<file path="src/rtl/sem_pkg.sv">
package sem_pkg;
  typedef enum logic [1:0] {
    OWN_NONE  = 2'd0,
    OWN_LEFT  = 2'd1,
    OWN_RIGHT = 2'd2
  } owner_e;
endpackage

</file>
<file path="src/rtl/sem_port.sv">
module sem_port #(
  parameter int NUM_FLAGS = 8,
  parameter int IDX_W     = 3,
  parameter int DATA_W    = 8
) (
  input  logic                 clk,
  input  logic                 rst,
  input  logic                 sel,
  input  logic                 mem_en,
  input  logic                 wr,
  input  logic [IDX_W-1:0]     idx,
  input  logic                 wd,
  input  logic [NUM_FLAGS-1:0] tok,
  output logic [NUM_FLAGS-1:0] wr_mask,
  output logic                 wr_val,
  output logic [DATA_W-1:0]    rdata
);
  logic valid;
  logic in_range;
  logic own_hit;

  assign valid    = sel & ~mem_en;
  assign in_range = (int'(idx) < NUM_FLAGS);
  assign wr_val   = wd;

  always_comb begin
    wr_mask = '0;
    for (int i = 0; i < NUM_FLAGS; i++) begin
      if (valid && wr && (int'(idx) == i)) wr_mask[i] = 1'b1;
    end
  end

  always_comb begin
    own_hit = 1'b0;
    for (int i = 0; i < NUM_FLAGS; i++) begin
      if (int'(idx) == i) own_hit = tok[i];
    end
  end

  always_ff @(posedge clk) begin
    if (rst) rdata <= '1;
    else if (valid && in_range && own_hit) rdata <= '0;
    else rdata <= '1;
  end
endmodule

</file>
<file path="src/rtl/sem_flag.sv">
module sem_flag
  import sem_pkg::*;
(
  input  logic clk,
  input  logic rst,
  input  logic wr_l,
  input  logic wd_l,
  input  logic wr_r,
  input  logic wd_r,
  output logic req_l_n,
  output logic req_r_n,
  output logic tok_l,
  output logic tok_r
);
  logic   rel_l, rel_r;
  logic   nxt_l, nxt_r;
  owner_e owner, owner_nxt;

  assign nxt_l = wr_l ? wd_l : rel_l;
  assign nxt_r = wr_r ? wd_r : rel_r;

  always_comb begin
    if (owner == OWN_LEFT && !nxt_l)       owner_nxt = OWN_LEFT;
    else if (owner == OWN_RIGHT && !nxt_r) owner_nxt = OWN_RIGHT;
    else if (!nxt_l)                       owner_nxt = OWN_LEFT;
    else if (!nxt_r)                       owner_nxt = OWN_RIGHT;
    else                                   owner_nxt = OWN_NONE;
  end

  always_ff @(posedge clk) begin
    if (rst) begin
      rel_l <= 1'b1;
      rel_r <= 1'b1;
      owner <= OWN_NONE;
    end else begin
      rel_l <= nxt_l;
      rel_r <= nxt_r;
      owner <= owner_nxt;
    end
  end

  assign req_l_n = rel_l;
  assign req_r_n = rel_r;
  assign tok_l   = (owner == OWN_LEFT);
  assign tok_r   = (owner == OWN_RIGHT);
endmodule

</file>
<file path="src/rtl/sem_bank.sv">
module sem_bank #(
  parameter int NUM_FLAGS = 8,
  parameter int DATA_W    = 8,
  parameter int IDX_W     = $clog2(NUM_FLAGS)
) (
  input  logic              clk,
  input  logic              rst,
  input  logic              l_sel,
  input  logic              l_mem_en,
  input  logic              l_wr,
  input  logic [IDX_W-1:0]  l_idx,
  input  logic              l_wd,
  output logic [DATA_W-1:0] l_rd,
  input  logic              r_sel,
  input  logic              r_mem_en,
  input  logic              r_wr,
  input  logic [IDX_W-1:0]  r_idx,
  input  logic              r_wd,
  output logic [DATA_W-1:0] r_rd
);
  logic [NUM_FLAGS-1:0] tok_l, tok_r, rel_l, rel_r;
  logic [NUM_FLAGS-1:0] wm_l, wm_r;
  logic                 wv_l, wv_r;

  sem_port #(.NUM_FLAGS(NUM_FLAGS), .IDX_W(IDX_W), .DATA_W(DATA_W)) u_left (
    .clk(clk), .rst(rst), .sel(l_sel), .mem_en(l_mem_en), .wr(l_wr),
    .idx(l_idx), .wd(l_wd), .tok(tok_l), .wr_mask(wm_l), .wr_val(wv_l),
    .rdata(l_rd)
  );

  sem_port #(.NUM_FLAGS(NUM_FLAGS), .IDX_W(IDX_W), .DATA_W(DATA_W)) u_right (
    .clk(clk), .rst(rst), .sel(r_sel), .mem_en(r_mem_en), .wr(r_wr),
    .idx(r_idx), .wd(r_wd), .tok(tok_r), .wr_mask(wm_r), .wr_val(wv_r),
    .rdata(r_rd)
  );

  for (genvar g = 0; g < NUM_FLAGS; g++) begin : g_flag
    sem_flag u_flag (
      .clk(clk), .rst(rst),
      .wr_l(wm_l[g]), .wd_l(wv_l), .wr_r(wm_r[g]), .wd_r(wv_r),
      .req_l_n(rel_l[g]), .req_r_n(rel_r[g]),
      .tok_l(tok_l[g]), .tok_r(tok_r[g])
    );
  end
endmodule

</file>
<file path="config.mk">
export PLATFORM = sky130hd
export DESIGN_NAME = sem_bank
export DESIGN_NICKNAME = d
export VERILOG_FILES = /design/src/rtl/sem_pkg.sv /design/src/rtl/sem_port.sv /design/src/rtl/sem_flag.sv /design/src/rtl/sem_bank.sv
export SDC_FILE = /design/constraint.sdc
export NUM_CORES = 1
export LEC_CHECK = 0
export BUFFER_PORTS_ARGS = -buffer_cell sky130_fd_sc_hd__buf_4
export CAP_MARGIN = 40
export CORE_MARGIN = 2
export CORE_UTILIZATION = 40
export DETAILED_ROUTE_END_ITERATION = 8
export GPL_ROUTABILITY_DRIVEN = 0
export PLACE_DENSITY = 0.65
export SYNTH_ARGS = -nofsm -noshare
export SYNTH_HDL_FRONTEND = slang
export SYNTH_SLANG_ARGS = --single-unit
</file>
<file path="constraint.sdc">
create_clock -name clk -period 2.02 [get_ports clk]
set_clock_uncertainty 0.1 [all_clocks]
set_input_delay 0.101 -clock clk [delete_from_list [all_inputs] [get_ports clk]]
set_output_delay 0.101 -clock clk [all_outputs]
set_load 0.02 [all_outputs]
</file>
== After elaboration in Yosys (flattened, before gate mapping) ==
Index checks and enable logic that the tools add are counted.
W data, S select, Z words.

* Output and inout port bits: 16
* Input bits: 16
* Word-level logic and storage cells: 212
* Flip-flop bits (word level): 48

* Reductions and logical operators: 62
* Bitwise gates (word level): 4
* Eq/ne operators: 30
* Muxes and demuxes: 82

{| class="wikitable"
|+ Operator list
! cell !! number
|-
| $mux W1 || 56
|-
| $mux W2 || 24
|-
| $logic_and A1 B1 Y1 || 36
|-
| $eq A3 B3 Y1 const B || 8
|-
| $eq A2 B1 Y1 const B || 8
|-
| $eq A2 B2 Y1 const B || 8
|-
| $logic_not A1 Y1 || 16
|-
| $mux W8 || 2
|-
| $reduce_or A2 Y1 || 8
|-
| $eq A3 B2 Y1 const B || 4
|-
| $eq A3 B1 Y1 const B || 2
|-
| $logic_not A3 Y1 || 2
|-
| $and A1 B1 Y1 || 2
|-
| $not A1 Y1 || 2
|}

== Longest topological paths before layout ==
Gate-level depths: netlist of the first run.

* Depth in word-level cells: 11
* Depth in mapped cells: 5
* Depth with buffers taken out: 4

== Cells and area by module ==
From an unflattened synthesis of the first run, not the netlist that was laid out.

* Cell total of the unflattened synthesis: 180
* Area, all modules: 1,771.7 um2

{| class="wikitable"
|+ By module, submodules not included
! module !! cells an instance !! area each (um2) !! instances !! sequential area each (um2)
|-
| sem_flag || 13 || 153.9 || 8 || 80.1
|-
| sem_port || 38 || 270.3 || 2 || 20.0
|}

== Least setup slack after synthesis of the first run ==
Ideal clock, no wire load.

* Path type: register to register
* Start point: register g_flag[7].u_flag.owner[0]
* End point: register u_right.rdata[6]
* Path buffers: 0
* Required time: 1.798 ns
* Stages on the path, launching flop included: 4
* Period minus slack after synthesis: 1.416 ns
* Setup time: 0.122 ns
* Arrival time: 1.194 ns
* Slack: 0.604 ns
* Cells stage by stage: dfxtp_1 nand2b_1 mux4_2 a221o_1

* Longest elaborated chain between the ends: 4

{| class="wikitable"
|+ RTL lines
! what !! RTL line !! source
|-
| start, declared || sem_flag.sv:17 || <nowiki>owner_e owner, owner_nxt;</nowiki>
|-
| start signal, assigned || sem_flag.sv:38 || <nowiki>owner <= owner_nxt;</nowiki>
|-
| $eq A2 B2 Y1 || sem_flag.sv:45 || <nowiki>assign tok_r = (owner == OWN_RIGHT);</nowiki>
|-
| $mux W1 || sem_port.sv:36 || <nowiki>if (int'(idx) == i) own_hit = tok[i];</nowiki>
|-
| $logic_and A1 B1 Y1 || sem_port.sv:42 || <nowiki>else if (valid && in_range && own_hit) rdata <= '0;</nowiki>
|-
| $mux W8 || sem_port.sv:42 ||
|-
| end signal, assigned || sem_port.sv:41 || <nowiki>if (rst) rdata <= '1;</nowiki>
|-
| end signal, assigned || sem_port.sv:42 ||
|-
| end signal, assigned || sem_port.sv:43 || <nowiki>else rdata <= '1;</nowiki>
|-
| end, declared || sem_port.sv:16 || <nowiki>output logic [DATA_W-1:0] rdata</nowiki>
|}

No other way between the ends.
A chain may end at the register's enable or synchronous reset.

== Worst setup path after layout of the first run ==
* Start point: input port r_idx[2]
* End point: register g_flag[3].u_flag.owner[0]

* Longest elaborated chain between the ends: 8

{| class="wikitable"
|+ RTL lines
! what !! RTL line !! source
|-
| start, declared || sem_bank.sv:17 || <nowiki>input logic [IDX_W-1:0] r_idx,</nowiki>
|-
| $eq A3 B3 Y1 || sem_port.sv:29 || <nowiki>if (valid && wr && (int'(idx) == i)) wr_mask[i] = 1'b1;</nowiki>
|-
| $logic_and A1 B1 Y1 || sem_port.sv:29 ||
|-
| $mux W1 || sem_port.sv:29 ||
|-
| $mux W1 || sem_flag.sv:20 || <nowiki>assign nxt_r = wr_r ? wd_r : rel_r;</nowiki>
|-
| $logic_not A1 Y1 || sem_flag.sv:24 || <nowiki>else if (owner == OWN_RIGHT && !nxt_r) owner_nxt = OWN_RIGHT;</nowiki>
|-
| $logic_and A1 B1 Y1 || sem_flag.sv:24 ||
|-
| $mux W2 || sem_flag.sv:24 ||
|-
| $mux W1 || sem_flag.sv:23 || <nowiki>if (owner == OWN_LEFT && !nxt_l) owner_nxt = OWN_LEFT;</nowiki>
|-
| end signal, assigned || sem_flag.sv:38 ||
|-
| end, declared || sem_flag.sv:17 ||
|}

No other way between the ends.

==> impl_metrics.toml, run 1 <==
[outcome]
status = "complete, no violations"

[setup_path]
cp-start-kind = "input port"
criticalPathCategory = "in -> reg"
end_kind = "flip-flop"
crit_path_max_fanout = 8
timing.critical_path.required_ns = 2.10
arrival_ns = 1.88

[finish]
utilization_pct = 48.4
fin_cells = 258
nets = 225
fin_area_sq_mm = 0.00195
syn2layout_area_growth_pct = 15.2
drive_above_1_share_pct = 23.1
n_antenna_cell = 0

[clocking]
cts-root-buf = "clkbuf_8"
cts_tree = "yes"
cts_buffers = 5
cts.repair.resized = 0
clkSinkCount = 34
clockBufferDepth = 2
clk_latency_ns = 0.29
clk_pin_slew_worst_paths_ns = 0.07
htreeDepth = 2

[synth]
synth_area_leader_cell = "dfxtp_1"
synth_edf_count = 0
yosysMostFrequentCell = "dfxtp_1"
synth_common_cells = "34 x dfxtp_1, 17 x buf_4, 17 x nand2_1"
synth-seq-cells = 34
synth_top_flop_cell = "dfxtp_1"
synthTopCellsByArea = "dfxtp_1 40%, buf_4 7.5%, nand2b_1 4.4%, nand3_1 4.4%, nand2_1 3.8%"
postSynthCellCount = 190
async_flop_share_pct = 0
netlist_area_sq_mm = 0.00169
yosysWarnings = 0
yosysSeqAreaShare_pct = 40.2
synth_nets = 206
avgSynthCellArea_sq_um = 8.91
synth_top_area_share_pct = 40.2
synthDistinctLibCells = 40

[placement]
port_buffers = 31
dp_cells = 250
dp_hpwl_um = 2940
postPlaceCellArea_sq_mm = 0.00185

[power_and_ir_drop]
vdd_drop_max_mv = 0.494
p_per_area_mw_per_mm2 = 676
p_total_uw = 1320
p_leak_uw = 0.000740

[floorplan]
fp.dieH_um = 69.1
initial_core_util_pct = 42.0
coreArea_sq_mm = 0.00403
num_rows = 23
die_w_um = 69.1
io_pins = 32
die_area_sq_mm = 0.00477

[sta]
fin_crit_ns = 1.79
slew_headroom_pct = 63.3
hold_violations = 0
rsz0062_at_grt = "false"
period_share_pct = 88.8
setup_violations = 0
fmax_ghz = 0.557
setup_tns_ns = 0
tightest_slew_ns = 0.543
drv_slew = 0

[run]
maxCapViolCount = 0

[grt]
grt_max_degree = 16
grt_pass1_wl_um = 6510
grt_pass1_vias = 1343
overflow = 0
grt_usage_pct = 17.3
antenna_found_initial = 0

[detailed_routing]
via_per_inst = 5.62
drc = 0
wl_um = 3930
detail_route.iter0.violations = 92
firstDrtPassIters = 7
via_count = 1450
wl_per_cell_um = 15.2
drt.antenna.violating_nets = 0

[worst_hold_path]
hp-class = "in -> reg"
logic make-up after synthesis:
group                  after synthesis  share of synthesized area [%]
AO/OA/AOI/OAI                       42                           17.7
buffers and inverters               30                           10.5
flip-flops                          34                           40.2
multiplexers                         9                           6.65
AND/OR/NAND/NOR                     75                           25.0
flip-flops by register name, summed over array words and instances, names as in the netlist:
name / count
u_right.rdata: 1
g_flag.u_flag.req_r_n: 8
u_left.rdata: 1
g_flag.u_flag.req_l_n: 8
g_flag.u_flag.owner: 16
final cells by class:
| class | instances | area [sq um] |
|---|---|---|
| timing repair buffer | 34 | 260 |
| tap | 50 | 62.6 |
| sequential | 34 | 681 |
| inverter | 8 | 30.0 |
| fill | 409 | 2080 |
| multi-input combinational | 126 | 835 |
| clock buffer | 6 | 82.6 |
through the flow:
| step | hold slack, ns | worst slack (ns) |
|---|---|---|
| after floorplan | 0.139 | 0.604 |
| after global placement | 0.260 | 0.451 |
| after detailed placement | 0.260 | 0.429 |
| after CTS | 0.0497 | 0.212 |
| after global routing | 0.0704 | 0.150 |
| final | 0.0503 | 0.225 |
path summary, 6_finish.rpt:
path / slack (ns) / cells past startpoint / from / to
worst max-delay path: 0.23 / 6 / r_idx[2] / g_flag[3].u_flag.owner[0]
worst min-delay path: 0.05 / 4 / r_mem_en / u_right.rdata[6]
worst max register to register: 0.51 / 3 / g_flag[7].u_flag.owner[0] / u_right.rdata[6]
worst min register to register: 0.36 / 2 / g_flag[2].u_flag.req_r_n / g_flag[2].u_flag.owner[0]
metal layers:
layer / routed length, um / vias to the layer above / track usage [%] / share of wire (%)
met5: 0 / - / 0 / 0
li1: - / 715 / - / -
met1: 1740 / 672 / 23.5 / 44
met4: 68 / 0 / 8.50 / 1.7
met3: 305 / 8 / 3.65 / 7.8
met2: 1820 / 55 / 25.9 / 46
layout by cell type, fill, tap and decap left out, types with 5 or more instances in the layout:
cell and count:
a31oi_1 7, nand3_1 15, a21oi_1 5, mux2i_1 6, nor2_1 12, nand2b_1 12, o21ai_0 9, inv_1 8
nand2_1 17, dfxtp_1 34, buf_4 32, clkbuf_8 6
critical path, cell delays in order:
cell	delay (ns)
dlygate4sd3_1	0.53
buf_4	0.16
nor4bb_1	0.43
nand3_2	0.13
mux2_4	0.33
o21ba_2	0.20
timing repair:
action / in CTS / in global routing
endpoints found under the hold margin: 3 / 0
setup buffers: 0 / 0
hold buffers: 2 / 0
where the power goes:
part / switching (uW) / total, uW / internal [uW]
Clock: 237 / 500 / 263
Sequential: 3.95 / 682 / 678
Combinational: 79.5 / 136 / 56.5
No activity file was read; power rests on OpenSTA's default activity.
==> inputs of run 2 (changes only) <==
--- a/config.mk
+++ b/config.mk
@@ -5,13 +5,13 @@
 export SDC_FILE = /design/constraint.sdc
 export NUM_CORES = 1
 export LEC_CHECK = 0
-export BUFFER_PORTS_ARGS = -buffer_cell sky130_fd_sc_hd__buf_4
 export CAP_MARGIN = 40
 export CORE_MARGIN = 2
 export CORE_UTILIZATION = 40
 export DETAILED_ROUTE_END_ITERATION = 8
+export DONT_BUFFER_PORTS = 1
 export GPL_ROUTABILITY_DRIVEN = 0
-export PLACE_DENSITY = 0.65
+export PLACE_DENSITY = 0.58
 export SYNTH_ARGS = -nofsm -noshare
 export SYNTH_HDL_FRONTEND = slang
 export SYNTH_SLANG_ARGS = --single-unit
==> run 2 against run 1 <==
Compared with the run above:
- worst setup slack worse by 0.011 ns
- combinational power down 34%
- wire length up 5.9%
- largest cell class unchanged
- flip-flop and latch count unchanged
- first-iteration DRC count down 22%
==> impl_metrics.toml, run 2 (synthesis gave the netlist of run 1 again) <==
[setup_path]
timing.rr.start = "g_flag[3].u_flag.req_r_n"
crit_top_cell = "dlygate4sd3_1"
criticalPathCategory = "in -> reg"
arrival_ns = 1.93
cp_slowest_stage_delay_ns = 0.69
timing.critical_path.required_ns = 2.14
slowest_stage = "dlygate4sd3_1"
cp-start-kind = "input port"
end_kind = "flip-flop"
crit_chain = "dlygate4sd3_1, mux2_4, a211oi_2, dlygate4sd3_1"
crit_path_max_fanout = 7
crit_start = "r_wd"
crit_cells = 4
cp_top_family = "buffers and inverters"
rr_worst_depth = 3
critPathBufInv = 2

[detailed_routing]
via_count = 1394
firstDrtPassIters = 6
drc = 0
wl_per_cell_um = 17.5
detail_route.iter0.violations = 72
wl_um = 4160
via_per_inst = 5.86
drt.antenna.violating_nets = 0

[sta]
setup_violations = 0
slew_headroom_pct = 45.6
setup_tns_ns = 0
fin_ws_ns = 0.214
hold_violations = 0
holdWs_ns = 0.0117
rsz0062_at_grt = "false"
period_share_pct = 89.4
tightest_slew_ns = 0.818
drv_slew = 0
fin_crit_ns = 1.81
fmax_ghz = 0.554

[placement]
port_buffers = 0
postPlaceCellArea_sq_mm = 0.00162
dp_hpwl_um = 2860
pre_cts_slack_ns = 0.531
dp_cells = 219

[grt]
grt_pass1_vias = 1462
antenna_found_initial = 0
grt_pass1_wl_um = 6910
grt_usage_pct = 18.1
overflow = 0
grt_max_degree = 16

[clocking]
cts_tree = "yes"
clk_pin_slew_worst_paths_ns = 0.07
clk_latency_ns = 0.28
clkSinkCount = 34
cts-root-buf = "clkbuf_8"
cts_buffers = 5
clockBufferDepth = 2
htreeDepth = 2

[floorplan]
num_rows = 23
die_w_um = 69.1
initial_core_util_pct = 42.0
io_pins = 32
coreArea_sq_mm = 0.00403
die_area_sq_mm = 0.00477
fp.dieH_um = 69.1

[power_and_ir_drop]
vdd_drop_max_mv = 0.413
p_leak_uw = 0.000651
p_per_area_mw_per_mm2 = 697

[finish]
largest_reg_flops = 16
drive_above_1_share_pct = 10.1
syn2layout_area_growth_pct = 8.13
layout_common_cells = "32 x dfxtp_1, 17 x nand2_1, 15 x nand3_1"
fin_cells = 238
top_register = "g_flag.u_flag.owner"
layout_commonest_cell = "dfxtp_1"
n_antenna_cell = 0
nets = 205
fin_area_sq_mm = 0.00183

[run]
maxCapViolCount = 0

[worst_hold_path]
hold_depth = 3
hp-start = "r_sel"
hp-class = "in -> reg"

[outcome]
status = "complete, no violations"
## run 2: cell types whose count changed in the layout (fill, tap and decap cells not counted)
cell,change
dfxtp_1,-2
buf_4,-31
dlygate4sd3_1,+11
dfxtp_2,+2
## run 2: path summary, 6_finish.rpt
path / to / slack, ns
worst max-delay path: g_flag[3].u_flag.owner[1] / 0.21
worst min-delay path: g_flag[1].u_flag.req_r_n / 0.01
worst max register to register: g_flag[3].u_flag.owner[1] / 0.51
worst min register to register: g_flag[2].u_flag.owner[0] / 0.36
## run 2: layout make-up
| class | count | area (sq um) |
|---|---|---|
| Timing Repair Buffer | 14 | 138 |
| Sequential cell | 34 | 683 |
| Inverter | 8 | 30.0 |
| Clock buffer | 6 | 82.6 |
| Multi-Input combinational cell | 126 | 835 |
| Tap cell | 50 | 62.6 |
| Fill cell | 398 | 2200 |
## run 2: where the power goes
group	internal [uW]	switching [uW]
combinational	41.1	48.7
sequential	678	12.6
clock	263	232
## run 2: timing repair
item                      in CTS  in global routing
hold buffers                  13                  0
hold endpoints to repair      26                  0
setup buffers                  0                  0
gates resized for setup        0                  0
## run 2: worst reg2reg max path: stages, from the launching register on
cell	delay, ns
dfxtp_1	0.30
mux2_4	0.27
a211oi_2	0.20
dlygate4sd3_1	0.58
## run 2: per-stage QoR
stage	utilization, %	power, uW
global placement	40.2	768
detailed placement	40.2	768
finish	45.4	1280
global route	45.4	1320
CTS	45.4	1280
floorplan	-	779
## run 2: routing by layer
metal	up-vias	global-route usage (%)	part of all wire, %
li1	673	-	-
met1	670	22.2	42
met2	41	30.9	51
met3	10	4.09	5.0
met4	0	6.75	1.7
met5	-	0	0
==> inputs of run 3 (changes only) <==
--- a/config.mk
+++ b/config.mk
@@ -6,12 +6,14 @@
 export NUM_CORES = 1
 export LEC_CHECK = 0
 export CAP_MARGIN = 40
+export CELL_PAD_IN_SITES_DETAIL_PLACEMENT = 0
+export CELL_PAD_IN_SITES_GLOBAL_PLACEMENT = 1
 export CORE_MARGIN = 2
-export CORE_UTILIZATION = 40
+export CORE_UTILIZATION = 45
 export DETAILED_ROUTE_END_ITERATION = 8
 export DONT_BUFFER_PORTS = 1
 export GPL_ROUTABILITY_DRIVEN = 0
-export PLACE_DENSITY = 0.58
+export PLACE_DENSITY = 0.79
 export SYNTH_ARGS = -nofsm -noshare
 export SYNTH_HDL_FRONTEND = slang
 export SYNTH_SLANG_ARGS = --single-unit
==> run 3 against run 2 <==
Compared with the run above:
- the flow now finishes with violations (hold timing)
- maximum frequency down 6.1%
- wire length rose by 1.4%
- clock-buffer cell count increased by 1
- combinational power increased by 1%
- die area down 10%
- sequential share of layout area down 0.23 points
- clock power shrank 5.1%
- core utilization grew 5.3 points
- critical path depth grew 1
==> impl_metrics.toml, run 3 (synthesis gave the netlist of run 1 again) <==
[outcome]
status = "finished with violations"
violations = "hold timing"

[grt]
grt_pass1_wl_um = 7020
grt_usage_pct = 22.4
antenna_found_initial = 0
overflow = 0
grt_max_degree = 16
grt_pass1_vias = 1430

[sta]
drv_slew = 0
holdWs_ns = -0.0144
fmax_ghz = 0.520
period_share_pct = 95.2
slew_headroom_pct = 45.4
fin_ws_ns = 0.0962
hold_violations = 1
fin_crit_ns = 1.92
tightest_slew_ns = 0.822
setup_violations = 0
setup_tns_ns = 0
rsz0062_at_grt = "false"

[detailed_routing]
via_per_inst = 6.03
detail_route.iter0.violations = 74
wl_per_cell_um = 17.7
firstDrtPassIters = 4
wl_um = 4220
via_count = 1441
drt.antenna.violating_nets = 0
drc = 0

[clocking]
cts_buffers = 5
postCtsSetupBuffers = 0
clockBufferDepth = 2
htreeDepth = 2
cts_tree = "yes"
clkSinkCount = 34
clk_pin_slew_worst_paths_ns = 0.07
clk_latency_ns = 0.28
cts-root-buf = "clkbuf_8"

[finish]
nets = 207
largest_reg_flops = 16
syn2layout_area_growth_pct = 8.80
layout_commonest_cell = "dfxtp_1"
top_register = "g_flag.u_flag.owner"
n_antenna_cell = 0
fin_cells = 239
layout_common_cells = "32 x dfxtp_1, 17 x nand2_1, 15 x nand3_1, 15 x dlygate4sd3_1"
drive_above_1_share_pct = 9.42

[power_and_ir_drop]
p_sw_uw = 294
p_comb_share_pct = 7.2
p_sw_share_pct = 23.5
internal_power_uw = 958
p_per_area_mw_per_mm2 = 680
vdd_drop_max_mv = 0.504
p_leak_uw = 0.000652
pwr-share-seq_pct = 55.2
power_frac_clock_pct = 37.6

[floorplan]
die_area_sq_mm = 0.00427
die_w_um = 65.3
num_rows = 22
coreArea_sq_mm = 0.00363
io_pins = 32
initial_core_util_pct = 46.6
fp.dieH_um = 65.3

[placement]
dp_cells = 217
dp_hpwl_um = 2890
pre_cts_slack_ns = 0.540
port_buffers = 0

[setup_path]
crit_chain = "dlygate4sd3_1, o31ai_1, nand2_1, a211oi_1, dlygate4sd3_1"
crit_top_cell = "dlygate4sd3_1"
criticalPathCategory = "in -> reg"
crit_path_max_fanout = 6
cp_slowest_stage_delay_ns = 0.65
arrival_ns = 2.05
cp-start-kind = "input port"
timing.critical_path.required_ns = 2.15
slowest_stage = "dlygate4sd3_1"
end_kind = "flip-flop"

[worst_hold_path]
hp-class = "in -> reg"

[run]
maxCapViolCount = 0
run 3: changes by cell type in the layout (fill, tap and decap cells not counted):
cell           change
dlygate4sd3_1      +2
clkbuf_8           -1
clkbuf_1           +2
run 3: power groups by stage:
| stage | Sequential (uW) | Clock (uW) | Combinational (uW) |
|---|---|---|---|
| after floorplan | 697 | 0 | 81.4 |
| after global placement | 706 | 0 | 61.6 |
| after detailed placement | 706 | 0 | 61.5 |
| after CTS | 691 | 470 | 89.9 |
| after global routing | 692 | 505 | 98.4 |
| final | 691 | 470 | 90.7 |
run 3: critical path, delay by kind of cell:
family | cells | cell delay, ns
and+or+nand+nor | 1 | 0.11
buffers and inverters | 2 | 1.21
AOI/OAI and AO/OA | 2 | 0.64
run 3: layout make-up:
class                      instances  area, sq um
tap                               48         60.1
clock buffer                       7         76.3
inverter                           8         30.0
timing repair buffer              16          158
sequential                        34          683
multi-input combinational        126          835
fill                             358         1790
run 3: metal layers:
layer  up-vias  GRT usage, %  wire length, um
li1        673             -                -
met1       693          25.9             1730
met2        65          39.0             2100
met3        10          5.31              283
met4         0          9.90              104
met5         -             0                0
run 3: repair_timing:
action | in CTS | in global routing
gates resized for setup | 0 | 0
setup endpoints to repair | 0 | 0
hold buffers | 15 | 0
endpoints found under the hold margin | 25 | 0
run 3: per-stage QoR:
step	total power [uW]	util [%]	hold slack, ns	cell area (sq um)
after floorplan	779	-	0.139	1690
after global placement	767	44.5	0.0680	1620
after detailed placement	768	44.5	0.0714	1620
after CTS	1250	50.7	0.00483	1840
after global routing	1300	50.7	0.0142	1840
final	1250	50.7	-0.0144	1840
run 3: final timing paths:
| kind | start | cells past startpoint | end | slack, ns |
|---|---|---|---|---|
| setup / recovery | l_idx[2] | 5 | g_flag[0].u_flag.owner[0] | 0.1 |
| hold / removal | rst | 2 | g_flag[3].u_flag.req_l_n | -0.01 |
| setup reg to reg | g_flag[2].u_flag.owner[0] | 5 | u_left.rdata[6] | 0.12 |
| hold reg to reg | g_flag[2].u_flag.req_r_n | 2 | g_flag[2].u_flag.owner[0] | 0.37 |
